### config.mk
export PLATFORM = sky130hd
export DESIGN_NAME = atomic_swap_unit
export DESIGN_NICKNAME = d
export VERILOG_FILES = /design/src/rtl/swap_pkg.sv /design/src/rtl/swap_decode.sv /design/src/rtl/swap_rotator.sv /design/src/rtl/atomic_swap_unit.sv
export SDC_FILE = /design/constraint.sdc
export NUM_CORES = 1
export LEC_CHECK = 0
export ABC_AREA = 1
export BUFFER_PORTS_ARGS = -buffer_cell sky130_fd_sc_hd__buf_2
export CAP_MARGIN = 10
export CORE_UTILIZATION = 41
export DETAILED_ROUTE_END_ITERATION = 6
export PLACE_DENSITY = 0.87
export SKIP_CTS_REPAIR_TIMING = 1
export SLEW_MARGIN = 20
export SYNTH_ARGS = -nofsm -noshare
export SYNTH_HDL_FRONTEND = slang
export SYNTH_SLANG_ARGS = --single-unit
### constraint.sdc
create_clock -name clk -period 1.2 [get_ports clk]
set_clock_uncertainty 0.15 [all_clocks]
set_input_delay 0.06 -clock clk [delete_from_list [all_inputs] [get_ports clk]]
set_output_delay 0.06 -clock clk [all_outputs]
set_load 0.01 [all_outputs]
### src/rtl/swap_pkg.sv
package swap_pkg;
   localparam int INSTR_W   = 32;
   localparam int REG_IDX_W = 4;
   localparam logic [REG_IDX_W-1:0] PC_IDX = 4'd15;
   localparam logic [7:0] OPC_HI = 8'b0001_0000;
   localparam logic [7:0] OPC_LO = 8'b0000_1001;

   typedef enum logic [1:0] {
      SW_OK      = 2'd0,
      SW_FAULT   = 2'd1,
      SW_ILLEGAL = 2'd2,
      SW_SKIP    = 2'd3
   } swap_status_e;

   typedef enum logic [2:0] {
      ST_IDLE,
      ST_READ,
      ST_WRITE,
      ST_WBACK,
      ST_ABORT
   } swap_state_e;

   typedef struct packed {
      logic                 is_swap;
      logic                 names_pc;
      logic [REG_IDX_W-1:0] rn;
      logic [REG_IDX_W-1:0] rd;
      logic [REG_IDX_W-1:0] rm;
   } swap_fields_t;
endpackage

### src/rtl/swap_decode.sv
module swap_decode
   import swap_pkg::*;
(
   input  logic [INSTR_W-1:0] instr,
   output swap_fields_t       fields
);
   logic [3:0] unused_cond;
   assign unused_cond = instr[31:28];

   always_comb begin
      fields.rn       = instr[19:16];
      fields.rd       = instr[15:12];
      fields.rm       = instr[3:0];
      fields.is_swap  = (instr[27:20] == OPC_HI) && (instr[11:4] == OPC_LO);
      fields.names_pc = (instr[19:16] == PC_IDX) || (instr[15:12] == PC_IDX)
                        || (instr[3:0] == PC_IDX);
   end
endmodule

### src/rtl/swap_rotator.sv
module swap_rotator #(
   parameter int DATA_W = 32,
   parameter int LANE_W = 8,
   localparam int LANES = DATA_W / LANE_W,
   localparam int SEL_W = (LANES > 1) ? $clog2(LANES) : 1
) (
   input  logic [DATA_W-1:0] word_in,
   input  logic [SEL_W-1:0]  lane_sel,
   output logic [DATA_W-1:0] word_out
);
   logic [DATA_W-1:0] cand [LANES];

   for (genvar k = 0; k < LANES; k++) begin : g_lane
      if (k == 0) begin : g_none
         assign cand[k] = word_in;
      end else begin : g_rot
         assign cand[k] = {word_in[k*LANE_W-1:0], word_in[DATA_W-1:k*LANE_W]};
      end
   end

   assign word_out = cand[lane_sel];
endmodule

### src/rtl/atomic_swap_unit.sv
module atomic_swap_unit
   import swap_pkg::*;
#(
   parameter int ADDR_W = 32,
   parameter int DATA_W = 32
) (
   input  logic              clk,
   input  logic              rst_n,
   input  logic              req_valid,
   input  logic [31:0]       req_instr,
   input  logic              cond_pass,
   input  logic              mmu_mode,
   output logic [3:0]        rf_rsel_addr,
   output logic [3:0]        rf_rsel_src,
   input  logic [DATA_W-1:0] rf_rdata_addr,
   input  logic [DATA_W-1:0] rf_rdata_src,
   output logic              rf_we,
   output logic [3:0]        rf_widx,
   output logic [DATA_W-1:0] rf_wdata,
   output logic              mem_req,
   output logic              mem_we,
   output logic              mem_lock,
   output logic [ADDR_W-1:0] mem_addr,
   output logic [DATA_W-1:0] mem_wdata,
   input  logic              mem_gnt,
   input  logic [DATA_W-1:0] mem_rdata,
   output logic              irq_hold,
   output logic              done,
   output logic [1:0]        status
);
   localparam int LANE_W = 8;
   localparam int LANES  = DATA_W / LANE_W;
   localparam int OFS_W  = (LANES > 1) ? $clog2(LANES) : 1;

   if (DATA_W % LANE_W != 0) begin : g_bad_width
      $error("DATA_W must be a whole number of bytes");
   end
   if ((LANES & (LANES - 1)) != 0 || LANES < 2) begin : g_bad_lanes
      $error("DATA_W must hold a power-of-two byte count of at least two");
   end
   if (ADDR_W <= OFS_W || ADDR_W > DATA_W) begin : g_bad_addr
      $error("ADDR_W must exceed the offset width and fit in a register");
   end

   swap_fields_t  fld;
   swap_state_e   state_q;
   swap_status_e  status_q;
   logic [ADDR_W-1:0] addr_q;
   logic [OFS_W-1:0]  ofs_q;
   logic [DATA_W-1:0] src_q;
   logic [DATA_W-1:0] hold_q;
   logic [3:0]        dst_q;
   logic [DATA_W-1:0] rot_word;
   logic              misaligned;
   logic [ADDR_W-1:0] aligned_addr;

   swap_decode u_dec (
      .instr  (req_instr),
      .fields (fld)
   );

   swap_rotator #(.DATA_W(DATA_W), .LANE_W(LANE_W)) u_rot (
      .word_in  (mem_rdata),
      .lane_sel (ofs_q),
      .word_out (rot_word)
   );

   assign rf_rsel_addr = fld.rn;
   assign rf_rsel_src  = fld.rm;
   assign misaligned   = |rf_rdata_addr[OFS_W-1:0];
   assign aligned_addr = {rf_rdata_addr[ADDR_W-1:OFS_W], {OFS_W{1'b0}}};

   always_ff @(posedge clk) begin
      if (!rst_n) begin
         state_q  <= ST_IDLE;
         status_q <= SW_OK;
         addr_q   <= '0;
         ofs_q    <= '0;
         src_q    <= '0;
         hold_q   <= '0;
         dst_q    <= '0;
      end else begin
         unique case (state_q)
            ST_IDLE: begin
               if (req_valid) begin
                  addr_q <= aligned_addr;
                  ofs_q  <= mmu_mode ? '0 : rf_rdata_addr[OFS_W-1:0];
                  src_q  <= rf_rdata_src;
                  dst_q  <= fld.rd;
                  if (!cond_pass) begin
                     status_q <= SW_SKIP;
                     state_q  <= ST_ABORT;
                  end else if (!fld.is_swap || fld.names_pc) begin
                     status_q <= SW_ILLEGAL;
                     state_q  <= ST_ABORT;
                  end else if (mmu_mode && misaligned) begin
                     status_q <= SW_FAULT;
                     state_q  <= ST_ABORT;
                  end else begin
                     status_q <= SW_OK;
                     state_q  <= ST_READ;
                  end
               end
            end
            ST_READ: begin
               if (mem_gnt) begin
                  hold_q  <= rot_word;
                  state_q <= ST_WRITE;
               end
            end
            ST_WRITE: begin
               if (mem_gnt) state_q <= ST_WBACK;
            end
            ST_WBACK: state_q <= ST_IDLE;
            ST_ABORT: state_q <= ST_IDLE;
            default:  state_q <= ST_IDLE;
         endcase
      end
   end

   always_comb begin
      mem_req   = (state_q == ST_READ) || (state_q == ST_WRITE);
      mem_we    = (state_q == ST_WRITE);
      mem_lock  = mem_req;
      irq_hold  = mem_req;
      mem_addr  = addr_q;
      mem_wdata = src_q;
      rf_we     = (state_q == ST_WBACK);
      rf_widx   = dst_q;
      rf_wdata  = hold_q;
      done      = (state_q == ST_WBACK) || (state_q == ST_ABORT);
      status    = status_q;
   end
endmodule

==> impl_metrics.py <==
metrics = {
    "run_status": {
        "outcome": "complete, but fails checks",
        "violations": "setup timing",
    },
    "placed_design": {
        "placed_area_sq_um": 6270,
        "port_buffers": 243,
        "gp_congestion": 0.847,
        "dp_hpwl_um": 10900,
    },
    "synth": {
        "syn_area_per_cell_sq_um": 6.84,
        "synth-seq-area-share_pct": 44.3,
        "synth_top_family_by_area": "simple AND/OR/NAND/NOR gates",
        "syn-cell-area_sq_um": 4740,
        "synth_seq_cells": 105,
        "synth_fa_ha_area_share_pct": 0,
        "syn_inst": 693,
        "synth_xor_xnor_area_share_pct": 0,
        "synthSimpleGateAreaFrac_pct": 26.1,
        "ys_warn_count": 0,
        "synthDistinctLibCells": 25,
        "synth_mux_area_share_pct": 0,
        "synth-compound-area-share_pct": 16.8,
    },
    "sta": {
        "hold_violations": 0,
        "layout_min_cycle_time_ns": 1.62,
        "final.period_utilization_pct": 135,
        "max_freq_ghz": 0.619,
        "final_max_slew_viol_count": 0,
        "rsz0062_at_grt": "true",
        "hold_ws_ns": 0.00553,
        "report.final.setup_viol": 111,
        "fin_ws_ns": -0.417,
    },
    "setup_path": {
        "worstRegToRegCells": 7,
        "crit_arrival_ns": 1.69,
        "critPathMaxFanout": 23,
        "required_ns": 1.28,
        "critical_path_class": "flop to flop",
        "critPathLaunchType": "flop",
        "rrSetupSlack_ns": -0.42,
        "r2r_start": "state_q[1]",
        "worstSetupEndpointType": "flop",
        "timing.rr.end": "mem_addr[15]",
    },
    "cells_and_area": {
        "finalInstanceArea_sq_um": 7560,
        "drive_above_1_share_pct": 33.3,
        "nets": 1149,
        "final_util_pct": 68.6,
        "mostFrequentLayoutCells": "buf_2 (243), nor2_1 (141), nand2_1 (123)",
        "area_delta_synth_final_pct": 59.5,
        "final_common_cell": "buf_2",
    },
    "grt": {
        "grt_first_pass_wirelength_um": 22700,
        "gr-usage-all-layers_pct": 24.1,
        "overflow": 0,
        "grt_max_degree": 46,
        "antenna_found_initial": 1,
        "grt_pass1_vias": 4941,
    },
    "min_path": {
        "min_from": "rst_n",
        "min-delay-path-class": "input port to flop",
        "holdPathStages": 3,
        "hold_end": "state_q[1]",
    },
    "power": {
        "leakage_nw": 4.06,
        "powerDensity_nw_per_um2": 1120,
        "p_total_mw": 8.49,
        "max-vdd-ir-drop_uv": 813,
    },
    "cts": {
        "clock_path_buffers": 2,
        "cts.clk_slew.worst_paths_ns": 0.08,
        "cts_tree": "done",
        "root_buffer": "clkbuf_16",
        "cts-htree-levels": 3,
        "insertion_delay_ns": 0.33,
        "cts_made_buffers": 9,
        "cts_sinks": 105,
    },
    "die": {
        "die_h_um": 110,
        "dieArea_sq_um": 12000,
        "rows": 38,
        "ios": 250,
        "start_util_pct": 43.0,
        "core_area_sq_um": 11000,
        "die_w_um": 110,
    },
    "routing": {
        "avgRoutedWirePerCell_um": 16.8,
        "vias": 6106,
        "drc": 0,
        "dr.first_iter.drc_count": 480,
        "drt-total-wl_um": 19500,
        "drt_first_pass_iters": 5,
        "drtAntennaViolNets": 0,
        "vias_per_cell": 5.26,
    },
    "run": {
        "maxCapViolations": 0,
    },
}
==> stage by stage <==
stage               setup slack [ns]  cells  setup TNS, ns
finish                        -0.417   1161         -30.41
global placement              -0.177   1061         -15.32
floorplan                     -0.106    694          -9.61
detailed placement            -0.257   1061         -20.23
CTS                           -0.357   1077         -23.41
global route                  -0.474   1161         -37.07
==> cell families after synthesis <==
logic type	count (synthesis)
buf+inv	136
other cells	1
simple gates	310
compound gates	141
flops	105
==> final cells by class <==
cell class	instances	area [sq um]
clock buffer	10	229
timing repair buffer	366	2550
tap	140	175
fill	831	3470
clock inverter	6	61.3
antenna	1	2.50
inverter	80	308
multi-input combinational	453	2130
sequential	105	2110
==> Yosys cell counts <==
| master | n | area, sq um |
|---|---|---|
| nor2_4 | 2 | 22.5 |
| buf_6 | 1 | 11.3 |
| dfxtp_1 | 105 | 2100 |
| nand3_1 | 36 | 180 |
| a22oi_1 | 1 | 7.51 |
| a211oi_1 | 2 | 15.0 |
| o211ai_1 | 33 | 248 |
| o21ai_0 | 97 | 485 |
| clkbuf_2 | 1 | 5.00 |
| inv_1 | 77 | 289 |
| nand2_1 | 124 | 465 |
| buf_2 | 22 | 110 |
| clkbuf_1 | 15 | 56.3 |
| nor2_2 | 1 | 6.26 |
| buf_1 | 2 | 7.51 |
| a31oi_1 | 1 | 6.26 |
| nor2_1 | 143 | 537 |
| a21oi_1 | 4 | 20.0 |
| o21ai_1 | 3 | 15.0 |
| conb_1 | 1 | 3.75 |
| buf_4 | 15 | 113 |
| and2_1 | 1 | 6.26 |
| nand4_1 | 2 | 12.5 |
| inv_2 | 3 | 11.3 |
| nand2_2 | 1 | 6.26 |
==> flip-flops by register name, summed over array words and instances (netlist names) <==
| signal | flops |
|---|---|
| mem_wdata | 32 |
| mem_addr | 30 |
| state_q | 3 |
| rf_wdata | 32 |
| status | 2 |
| rf_widx | 4 |
| ofs_q | 2 |
==> report_power, final <==
part / switching (mW) / internal [mW]
Sequential: 0.128 / 3.68
Clock: 1.45 / 1.46
Combinational: 0.975 / 0.804
Total: 2.55 / 5.94
==> critical path, cell delays in order, from the launching register on <==
cell	delay, ns
dfxtp_2	0.35
nor2_4	0.13
nand2_2	0.09
nor2_4	0.19
inv_4	0.10
buf_12	0.17
nor2_1	0.22
nor2_1	0.10
==> worst max-delay path by stage <==
stage / start / endpoint / slack, ns / cells past startpoint
floorplan: state_q[2] / rf_wdata[23] / -0.11 / 7
global placement: state_q[0] / mem_wdata[13] / -0.18 / 7
detailed placement: state_q[0] / mem_wdata[15] / -0.26 / 7
CTS: state_q[0] / mem_lock / -0.36 / 5
global route: state_q[0] / mem_wdata[25] / -0.47 / 7
finish: state_q[1] / mem_addr[15] / -0.42 / 7
==> per-layer routing <==
layer,GRT usage [%],up-vias,wire (um)
met2,44.2,397,9860
met1,27.1,2797,7010
met4,7.62,0,760
met3,6.52,85,1880
li1,-,2827,-
met5,0,-,0
Power figures use the tool's default switching activity.
